`config.mk`:
```
export PLATFORM = sky130hd
export DESIGN_NAME = cdt_timer
export DESIGN_NICKNAME = d
export VERILOG_FILES = /design/src/rtl/cdt_pkg.sv /design/src/rtl/cdt_regbank.sv /design/src/rtl/cdt_prescale.sv /design/src/rtl/cdt_counter.sv /design/src/rtl/cdt_timer.sv
export SDC_FILE = /design/constraint.sdc
export NUM_CORES = 1
export LEC_CHECK = 0
export ABC_AREA = 1
export ABC_CLOCK_PERIOD_IN_PS = 4400
export BUFFER_PORTS_ARGS = -buffer_cell sky130_fd_sc_hd__buf_4
export CORE_MARGIN = 4
export CORE_UTILIZATION = 23
export CTS_CLUSTER_DIAMETER = 120
export DETAILED_ROUTE_END_ITERATION = 10
export SYNTH_ARGS = -nofsm -noshare
export SYNTH_HDL_FRONTEND = slang
export SYNTH_SLANG_ARGS = --single-unit
export TNS_END_PERCENT = 30
```
`constraint.sdc`:
```
create_clock -name clk -period 4.4 [get_ports clk]
set_input_delay 1.32 -clock clk [delete_from_list [all_inputs] [get_ports clk]]
set_output_delay 1.32 -clock clk [all_outputs]
set_load 0.01 [all_outputs]
```
`src/rtl/cdt_pkg.sv`:
```
package cdt_pkg;

    typedef enum logic [2:0] {
        OFS_LOAD   = 3'd0,
        OFS_VALUE  = 3'd1,
        OFS_CTRL   = 3'd2,
        OFS_ICLR   = 3'd3,
        OFS_RAW    = 3'd4,
        OFS_MSK    = 3'd5,
        OFS_BGLOAD = 3'd6,
        OFS_RSVD   = 3'd7
    } reg_ofs_e;

    typedef enum logic [1:0] {
        ST_IDLE = 2'd0,
        ST_RUN  = 2'd1,
        ST_DONE = 2'd2
    } run_state_e;

    typedef enum logic [1:0] {
        PS_DIV1   = 2'b00,
        PS_DIV16  = 2'b01,
        PS_DIV256 = 2'b10,
        PS_RSVD   = 2'b11
    } prescale_e;

    typedef enum logic [1:0] {
        CM_FREE   = 2'd0,
        CM_RELOAD = 2'd1,
        CM_SINGLE = 2'd2
    } cnt_mode_e;

    typedef struct packed {
        logic      enable;
        logic      periodic;
        logic      irq_en;
        prescale_e prescale;
        logic      wide;
        logic      oneshot;
    } ctrl_t;

    function automatic ctrl_t ctrl_from_word(input logic [7:0] w);
        ctrl_t c;
        c.enable   = w[7];
        c.periodic = w[6];
        c.irq_en   = w[5];
        c.prescale = prescale_e'(w[3:2]);
        c.wide     = w[1];
        c.oneshot  = w[0];
        return c;
    endfunction

    function automatic logic [7:0] ctrl_to_word(input ctrl_t c);
        return {c.enable, c.periodic, c.irq_en, 1'b0, c.prescale, c.wide, c.oneshot};
    endfunction

    // single-shot bit takes precedence over the periodic bit
    function automatic cnt_mode_e mode_of(input ctrl_t c);
        if (c.oneshot)       return CM_SINGLE;
        else if (c.periodic) return CM_RELOAD;
        else                 return CM_FREE;
    endfunction

endpackage

```
`src/rtl/cdt_regbank.sv`:
```
module cdt_regbank
    import cdt_pkg::*;
#(
    parameter int BUS_W = 32,
    parameter int CNT_W = 32
) (
    input  logic             clk,
    input  logic             rst_n,
    input  logic             bus_sel,
    input  logic             bus_wr,
    input  logic [2:0]       bus_addr,
    input  logic [BUS_W-1:0] bus_wdata,
    output logic [BUS_W-1:0] bus_rdata,
    input  logic [CNT_W-1:0] count_view,
    input  logic [CNT_W-1:0] reload_view,
    input  logic             zero_evt,
    output logic             cnt_enable,
    output logic             cnt_wide,
    output cnt_mode_e        cnt_mode,
    output prescale_e        pre_sel,
    output logic             load_we,
    output logic             bg_we,
    output logic [CNT_W-1:0] wdata_cnt,
    output logic             irq_o
);

    ctrl_t    ctrl_q;
    logic     raw_q;
    logic     wr_en;
    logic     ctrl_we;
    logic     clr_we;
    reg_ofs_e ofs;

    always_comb begin
        ofs     = reg_ofs_e'(bus_addr);
        wr_en   = bus_sel & bus_wr;
        ctrl_we = wr_en && (ofs == OFS_CTRL);
        clr_we  = wr_en && (ofs == OFS_ICLR);
        load_we = wr_en && (ofs == OFS_LOAD);
        bg_we   = wr_en && (ofs == OFS_BGLOAD);
    end

    always_ff @(posedge clk or negedge rst_n) begin
        if (!rst_n) begin
            ctrl_q <= '0;
        end else if (ctrl_we) begin
            ctrl_q <= ctrl_from_word(bus_wdata[7:0]);
        end
    end

    // a zero arrival outranks a clear in the same cycle
    always_ff @(posedge clk or negedge rst_n) begin
        if (!rst_n) begin
            raw_q <= 1'b0;
        end else if (zero_evt) begin
            raw_q <= 1'b1;
        end else if (clr_we) begin
            raw_q <= 1'b0;
        end
    end

    always_comb begin
        cnt_enable = ctrl_q.enable;
        cnt_wide   = ctrl_q.wide;
        cnt_mode   = mode_of(ctrl_q);
        pre_sel    = ctrl_q.prescale;
        wdata_cnt  = bus_wdata[CNT_W-1:0];
        irq_o      = raw_q & ctrl_q.irq_en;
    end

    always_comb begin
        bus_rdata = '0;
        unique case (ofs)
            OFS_LOAD, OFS_BGLOAD: bus_rdata[CNT_W-1:0] = reload_view;
            OFS_VALUE:            bus_rdata[CNT_W-1:0] = count_view;
            OFS_CTRL:             bus_rdata[7:0]       = ctrl_to_word(ctrl_q);
            OFS_RAW:              bus_rdata[0]         = raw_q;
            OFS_MSK:              bus_rdata[0]         = raw_q & ctrl_q.irq_en;
            OFS_ICLR, OFS_RSVD:   bus_rdata            = '0;
        endcase
    end

    // a zero arrival is always recorded
    a_r9_event_sets_raw: assert property (@(posedge clk) disable iff (!rst_n)
        zero_evt |=> raw_q);

    // a clear without a competing arrival drops the flag
    a_r10_clear_drops_raw: assert property (@(posedge clk) disable iff (!rst_n)
        (clr_we && !zero_evt) |=> !raw_q);

endmodule

```
`src/rtl/cdt_prescale.sv`:
```
module cdt_prescale
    import cdt_pkg::*;
#(
    parameter int PRE_MID_LG = 4,
    parameter int PRE_HI_LG  = 8
) (
    input  logic      clk,
    input  logic      rst_n,
    input  logic      run,
    input  prescale_e sel,
    output logic      tick
);

    localparam logic [PRE_HI_LG-1:0] LAST_MID = PRE_HI_LG'((1 << PRE_MID_LG) - 1);
    localparam logic [PRE_HI_LG-1:0] LAST_HI  = '1;

    logic [PRE_HI_LG-1:0] pre_q;
    logic [PRE_HI_LG-1:0] last;

    always_comb begin
        case (sel)
            PS_DIV16:  last = LAST_MID;
            PS_DIV256: last = LAST_HI;
            default:   last = '0;
        endcase
        tick = run && (pre_q >= last);
    end

    always_ff @(posedge clk or negedge rst_n) begin
        if (!rst_n) begin
            pre_q <= '0;
        end else if (!run || tick) begin
            pre_q <= '0;
        end else begin
            pre_q <= pre_q + 1'b1;
        end
    end

    // a dividing setting never produces ticks on adjacent cycles
    a_r4_tick_spacing: assert property (@(posedge clk) disable iff (!rst_n)
        (tick && (sel == PS_DIV16 || sel == PS_DIV256))
            |=> (!tick || sel == PS_DIV1 || sel == PS_RSVD));

endmodule

```
`src/rtl/cdt_counter.sv`:
```
module cdt_counter
    import cdt_pkg::*;
#(
    parameter int CNT_W    = 32,
    parameter int NARROW_W = 16
) (
    input  logic             clk,
    input  logic             rst_n,
    input  logic             enable,
    input  logic             wide,
    input  cnt_mode_e        mode,
    input  logic             tick,
    input  logic             load_we,
    input  logic             bg_we,
    input  logic [CNT_W-1:0] wdata,
    output logic [CNT_W-1:0] count_o,
    output logic [CNT_W-1:0] reload_o,
    output logic             zero_evt
);

    localparam logic [CNT_W-1:0] NARROW_MASK = CNT_W'((64'd1 << NARROW_W) - 64'd1);
    localparam logic [CNT_W-1:0] ONE         = CNT_W'(1);

    run_state_e       state_q, state_d;
    logic [CNT_W-1:0] count_q, reload_q;
    logic [CNT_W-1:0] width_mask, count_eff;
    logic             step, arrive;

    always_comb begin
        width_mask = wide ? '1 : NARROW_MASK;
        count_eff  = count_q & width_mask;
        step       = tick && (state_q != ST_DONE);
        arrive     = step && !load_we && (count_eff == ONE);
    end

    // next-state decision
    always_comb begin
        state_d = state_q;
        unique case (state_q)
            ST_IDLE: begin
                if (arrive && mode == CM_SINGLE) state_d = ST_DONE;
                else if (enable)                 state_d = ST_RUN;
            end
            ST_RUN: begin
                if (arrive && mode == CM_SINGLE) state_d = ST_DONE;
                else if (!enable)                state_d = ST_IDLE;
            end
            ST_DONE: begin
                if (load_we) state_d = enable ? ST_RUN : ST_IDLE;
            end
            default: state_d = ST_IDLE;
        endcase
    end

    // state register
    always_ff @(posedge clk or negedge rst_n) begin
        if (!rst_n) state_q <= ST_IDLE;
        else        state_q <= state_d;
    end

    // count and reload registers
    always_ff @(posedge clk or negedge rst_n) begin
        if (!rst_n) begin
            count_q  <= '0;
            reload_q <= '0;
        end else begin
            if (load_we || bg_we) reload_q <= wdata;
            if (load_we) begin
                count_q <= wdata;
            end else if (step) begin
                if (count_eff != '0) begin
                    count_q <= (count_eff - ONE) & width_mask;
                end else begin
                    unique case (mode)
                        CM_FREE:   count_q <= width_mask;
                        CM_RELOAD: count_q <= reload_q & width_mask;
                        default:   count_q <= count_q;
                    endcase
                end
            end
        end
    end

    always_comb begin
        count_o  = count_eff;
        reload_o = reload_q;
        zero_evt = arrive;
    end

    // an immediate load lands on the next edge
    a_r2_load_lands: assert property (@(posedge clk) disable iff (!rst_n)
        load_we |=> count_q == $past(wdata));

    // free-running wraps to all ones of the active width
    a_r6_free_wrap: assert property (@(posedge clk) disable iff (!rst_n)
        (step && !load_we && count_eff == '0 && mode == CM_FREE)
            |=> count_q == $past(width_mask));

    // periodic mode takes the reload value at zero
    a_r7_periodic_reload: assert property (@(posedge clk) disable iff (!rst_n)
        (step && !load_we && count_eff == '0 && mode == CM_RELOAD)
            |=> count_q == $past(reload_q & width_mask));

    // a parked single-shot count stays parked
    a_r8_done_parks: assert property (@(posedge clk) disable iff (!rst_n)
        (state_q == ST_DONE && !load_we) |=> (state_q == ST_DONE && count_q == $past(count_q)));

    // nothing moves while disabled
    a_r12_disabled_holds: assert property (@(posedge clk) disable iff (!rst_n)
        (!enable && !load_we) |=> count_q == $past(count_q));

endmodule

```
`src/rtl/cdt_timer.sv`:
```
module cdt_timer
    import cdt_pkg::*;
#(
    parameter int BUS_W      = 32,
    parameter int CNT_W      = 32,
    parameter int NARROW_W   = 16,
    parameter int PRE_MID_LG = 4,
    parameter int PRE_HI_LG  = 8
) (
    input  logic             clk,
    input  logic             rst_n,
    input  logic             bus_sel,
    input  logic             bus_wr,
    input  logic [2:0]       bus_addr,
    input  logic [BUS_W-1:0] bus_wdata,
    output logic [BUS_W-1:0] bus_rdata,
    output logic             irq_o
);

    logic             cnt_enable, cnt_wide, load_we, bg_we, zero_evt, tick;
    cnt_mode_e        cnt_mode;
    prescale_e        pre_sel;
    logic [CNT_W-1:0] wdata_cnt, count_view, reload_view;

    cdt_regbank #(
        .BUS_W (BUS_W),
        .CNT_W (CNT_W)
    ) regs_i (
        .clk         (clk),
        .rst_n       (rst_n),
        .bus_sel     (bus_sel),
        .bus_wr      (bus_wr),
        .bus_addr    (bus_addr),
        .bus_wdata   (bus_wdata),
        .bus_rdata   (bus_rdata),
        .count_view  (count_view),
        .reload_view (reload_view),
        .zero_evt    (zero_evt),
        .cnt_enable  (cnt_enable),
        .cnt_wide    (cnt_wide),
        .cnt_mode    (cnt_mode),
        .pre_sel     (pre_sel),
        .load_we     (load_we),
        .bg_we       (bg_we),
        .wdata_cnt   (wdata_cnt),
        .irq_o       (irq_o)
    );

    cdt_prescale #(
        .PRE_MID_LG (PRE_MID_LG),
        .PRE_HI_LG  (PRE_HI_LG)
    ) pre_i (
        .clk   (clk),
        .rst_n (rst_n),
        .run   (cnt_enable),
        .sel   (pre_sel),
        .tick  (tick)
    );

    cdt_counter #(
        .CNT_W    (CNT_W),
        .NARROW_W (NARROW_W)
    ) cnt_i (
        .clk      (clk),
        .rst_n    (rst_n),
        .enable   (cnt_enable),
        .wide     (cnt_wide),
        .mode     (cnt_mode),
        .tick     (tick),
        .load_we  (load_we),
        .bg_we    (bg_we),
        .wdata    (wdata_cnt),
        .count_o  (count_view),
        .reload_o (reload_view),
        .zero_evt (zero_evt)
    );

    // the masked status word agrees with the interrupt line
    a_r11_masked_matches_irq: assert property (@(posedge clk) disable iff (!rst_n)
        (bus_addr == OFS_MSK) |-> (bus_rdata == BUS_W'(irq_o)));

endmodule

```
# ---- After elaboration in Yosys (flattened, before gate mapping)
# Cells that the tools add are included.
dict set report op_classes {
  n_addsub 2
  order_cmp 1
  eq_ne 18
  bitwise 5
  n_reduce_logical 24
  n_mux 21
}
# op count
set ops {}
lappend ops {{$mux W32} 4}
lappend ops {{$and A32 B32 Y32} 3}
lappend ops {{$pmux W32 S2} 1}
lappend ops {{$pmux W24 S2} 1}
lappend ops {{$eq A32 B1 Y1 const B} 1}
lappend ops {{$reduce_bool A32 Y1} 1}
lappend ops {{$sub A32 B1 Y32 const B} 1}
lappend ops {{$pmux W7 S3} 1}
lappend ops {{$pmux W8 S2} 1}
lappend ops {{$eq A3 B3 Y1 const B} 4}
lappend ops {{$mux W2} 6}
lappend ops {{$logic_and A1 B1 Y1} 9}
lappend ops {{$add A8 B1 Y8 const B} 1}
lappend ops {{$ge A8 B8 Y1} 1}
lappend ops {{$mux W8} 1}
lappend ops {{$eq A2 B1 Y1 const B} 3}
lappend ops {{$eq A2 B2 Y1 const B} 3}
lappend ops {{$eq A3 B2 Y1 const B} 2}
lappend ops {{$ne A3 B2 Y1 const B} 2}
lappend ops {{$pmux W1 S6} 1}
lappend ops {{$pmux W2 S3} 1}
lappend ops {{$logic_not A2 Y1} 2}
lappend ops {{$mux W1} 4}
lappend ops {{$reduce_bool A2 Y1} 2}
lappend ops {{11 further kinds} 15}
dict set report totals {
  output_inout_bits 33
  word_cells 82
  in_bits 39
  reg_bits 82
}

# ---- Depth between registers and ports, before layout
dict set report depth {
  depth_word 10
  mapped_depth 16
  depth_no_buf 15
}

# ---- By module
# From an unflattened synthesis, not the netlist that was laid out.
dict set report hier_totals {
  hier_cells 988
  area_unflattened_um2 6459.9
}
# mod seq_area_each_um2 area_per_inst_um2 n_inst cells_each
set modules_own_cells {}
lappend modules_own_cells {cdt_counter 1651.6 4747.1 1 718}
lappend modules_own_cells {cdt_regbank 200.2 1144.8 1 201}
lappend modules_own_cells {cdt_prescale 200.2 568.0 1 69}

# ---- Least setup slack after synthesis
# OpenSTA, ideal clock, no wires.
dict set report synth_path {
  path_type {input to output}
  start {input port bus_addr[1]}
  end {output port bus_rdata[0]}
  cell_stages 6
  t_arrival_ps 2131
  t_required_ps 3080
  path_buffers 1
  path_slack_ps 949
  cell_sequence {nor2_1 > nand2_1 > nand2_1 > clkbuf_1 > nand2_1 > o211ai_1}
}
dict set report synth_via {
  elab_chain_len 3
  elab_cells_between_ends 11
  classes_between {eq/ne: 7; mux: 1; reduce/logical: 3}
}
# element line
set synth_rtl {}
lappend synth_rtl {{start, declared} cdt_timer.sv:14} ;# input logic [2:0] bus_addr,
lappend synth_rtl {{$eq A3 B3 Y1 (tied with other cells)} cdt_regbank.sv:73} ;# unique case (ofs)
lappend synth_rtl {{$reduce_or A2 Y1} cdt_regbank.sv:73}
lappend synth_rtl {{$pmux W1 S6 (*)} cdt_regbank.sv:73}
lappend synth_rtl {{end, declared} cdt_timer.sv:16} ;# output logic [BUS_W-1:0] bus_rdata,
# Mark *: on every way between the ends. The rest lies on a longest branch, timed or not.

# ---- Worst setup path after layout
dict set report layout_path {
  start {input port bus_addr[0]}
  end {output port bus_rdata[18]}
}
dict set report layout_via {
  elab_chain_len 3
  elab_cells_between_ends 5
  classes_between {eq/ne: 2; mux: 1; reduce/logical: 2}
}
# element line
set layout_rtl {}
lappend layout_rtl {{$eq A3 B3 Y1 / $logic_not A3 Y1 (equally long branches)} cdt_regbank.sv:73}
lappend layout_rtl {{$reduce_or A2 Y1} cdt_regbank.sv:73}
lappend layout_rtl {{$pmux W24 S2 (*)} cdt_regbank.sv:73}
# Marks and branches as above.

==> results.yml <==
worst_setup_path:
  critical_path.cell_chain: "buf_4, inv_1, nand3_1, nand2_1, inv_1, o22ai_1, buf_4"
  path_max_fanout: 20
  crit_type: "in -> out"
  r2r-start: "regs_i.cnt_wide"
  critPathCaptureType: "output port"
  slowest_delay_ns: 0.62
  r2r_cells: 11
  worst_ep_required_time_ns: 3.08
  cp.arrival_ns: 2.63
  reg2reg_slack_ns: 1.43
  startpoint_type: "primary input"
  timing.rr.end: "cnt_i.count_q[21]"
  critical-path-slowest-cell: "inv_1"
placement:
  io_buffers: 71
  placement.cell_area_um2: 6590
  place_ws_ns: 0.493
  place.detailed.hpwl_um: 13700
  place_inst: 1237
  gp_congestion: 0.873
timing:
  rsz0062_at_grt: "no"
  period_minus_slack_ns: 3.95
  maxSlewHeadroom: 0.261
  finalMaxSlewViolations: 0
  max_clock_freq_ghz: 0.253
  period_share: 0.898
  tightest_slew_ns: 1.10
  fin_skew_ns: 0.0126
  setup_violations: 0
  timing.final.ws_setup_ns: 0.448
  setup_tns_ns: 0
  hold_slack_ns: 0.483
  finalHoldViolations: 0
finish:
  final_cells: 1253
  stdcell_area_um2: 6910
  syn_to_final_growth_pct: 18.9
  nets: 973
  drive_above_1_share: 0.137
  antenna_cells: 0
  final_core_util: 0.281
  regArea_um2: 2050
  nFillCells: 2690
  multiInputGateArea_um2: 3120
clock_tree:
  htreeDepth: 3
  insertion_delay_ns: 0.35
  cts_hold_buf: 0
  numCtsBuffers: 9
  cts_root_buffer: "clkbuf_16"
  cts_tree: "yes"
  clockBufferDepth: 2
  cts_sinks: 82
  ctsResizeCount: 0
  post-cts-setup-buffers: 0
  path_clk_slew_ns: 0.06
min_path:
  hp-start: "cnt_i.count_q[1]"
  whs_endpoint: "cnt_i.count_q[1]"
  holdPathStages: 2
  hold_path_class: "reg -> reg"
logic_synthesis:
  ys_seq_area_frac: 0.353
  yosysUniqueCellTypes: 38
  synth_seq_cells: 82
  synth_area_um2: 5810
  syn_inst: 872
  yosysWarnings: 0
  syn_avg_cell_area_um2: 6.66
  syn_nets: 921
route:
  wl_per_cell_um: 14.9
  firstDrtPassIters: 5
  drt_iter0_drc: 483
  avgViaCountPerCell: 4.54
  routed_wirelength_um: 18600
  vias: 5687
  drt.antenna.violating_nets: 0
  drcViolationCount: 0
die:
  die-area_um2: 27900
  io_pins: 72
  die_h_um: 167
  row_count: 57
  coreArea_um2: 24600
  die_w_um: 167
  initial_core_util: 0.236
power_and_ir_drop:
  power.density_nw_per_um2: 505
  fin_total_pwr_mw: 3.49
  p_leak_nw: 3.71
  vdd_drop_max_mv: 0.225
global_route:
  antenna_found_initial: 0
  grt_pass1_vias: 5471
  grt_overflow: 0
  grtUsageTotal: 0.132
  grt_pass1_wl_um: 29700
  grt_max_degree: 62
status:
  status: "finished, final reports clean"
run:
  max_cap_violations: 0
==> flip-flops by register name (all words and copies together) (netlist names) <==
register	flops
regs_i.ctrl_q	3
regs_i.pre_sel	2
regs_i.cnt_enable	1
cnt_i.reload_o	32
cnt_i.state_q	2
regs_i.cnt_wide	1
regs_i.raw_q	1
cnt_i.count_q	32
pre_i.pre_q	8
==> critical path, delay by kind of cell <==
kind                   cells  cell delay, ns
and+or+nand+nor            2            0.14
AOI/OAI and AO/OA          1            0.17
buffers and inverters      4            0.98
==> worst max-delay path by stage <==
stage | startpoint | to | slack, ns | cells after the start
3_5_place_dp | bus_addr[0] | bus_rdata[18] | 0.49 | 7
4_1_cts | bus_addr[0] | bus_rdata[18] | 0.49 | 7
5_1_grt | bus_addr[0] | bus_rdata[17] | 0.37 | 7
6_report | bus_addr[0] | bus_rdata[18] | 0.45 | 7
3_3_place_gp | bus_addr[0] | bus_rdata[18] | 0.53 | 7
2_1_floorplan | bus_addr[1] | bus_rdata[0] | 0.95 | 6
==> final cells by class <==
class / count / area share
Tap cell: 324 / 0.0586
Multi-Input combinational cell: 642 / 0.452
Sequential cell: 82 / 0.297
Inverter: 110 / 0.0597
Timing Repair Buffer: 79 / 0.0858
Clock buffer: 11 / 0.0351
Clock inverter: 5 / 0.0123
==> routing by layer <==
metal | vias to the layer above | share of wire | track usage
li1 | 2867 | - | -
met1 | 2659 | 0.46 | 0.174
met2 | 141 | 0.48 | 0.224
met3 | 20 | 0.044 | 0.0201
met4 | 0 | 0.020 | 0.0413
met5 | - | 0 | 0
==> cells in the final DEF, fill, tap and decap left out, types with 3 or more instances in the layout <==
cell type  instances
nand2_1          252
nor2_1           118
inv_1            108
dfrtp_1           82
buf_4             79
o21ai_0           57
nand3_1           55
a21oi_1           28
o22ai_1           21
xor2_1            14
nand2_2           12
o21ai_1           12
nand3b_1          11
ha_1              10
nand2_4            9
clkbuf_16          9
nor3_1             8
nand4_1            7
o221ai_1           3
nor2_4             3
mux2_2             3
xnor2_1            3
==> report_power, final <==
group	internal, mW	total [mW]	switching (mW)	leakage, nW
sequential	0.961	1.16	0.203	1.04
clock	0.517	0.852	0.335	0.156
combinational	0.526	1.48	0.951	2.51
==> cells in the mapped netlist (all sizes together) <==
master,instances,area [um^2]
dfrtp,82,2050
buf,18,153
nor2,124,509
a22oi,2,15.0
o221ai,3,26.3
o22ai,21,131
nor3b,2,15.0
o21ai,69,345
nor4,1,6.26
clkbuf,20,75.1
xnor2,3,26.3
nand3b,11,82.6
nand4,8,56.3
and3,2,12.5
a21o,1,7.51
nor3,8,40.0
o211ai,2,15.0
nand2,273,1120
mux2,3,33.8
inv,110,413
and2,1,6.26
nand3,55,275
ha,10,125
o21bai,1,7.51
a21oi,28,140
xor2,14,123
==> kinds of logic (layout without fill, tap and decap cells) <==
kind of cell    count (synthesis)  in the layout  share of synthesized area
fa+ha+maj                      10             10                     0.0215
simple gates                  485            485                      0.365
xor+xnor                       17             17                     0.0256
buf+inv                       148            205                      0.110
flops                          82             82                      0.353
compound gates                127            127                      0.118
mux                             3              3                    0.00581
Power figures use the tool's default switching activity.
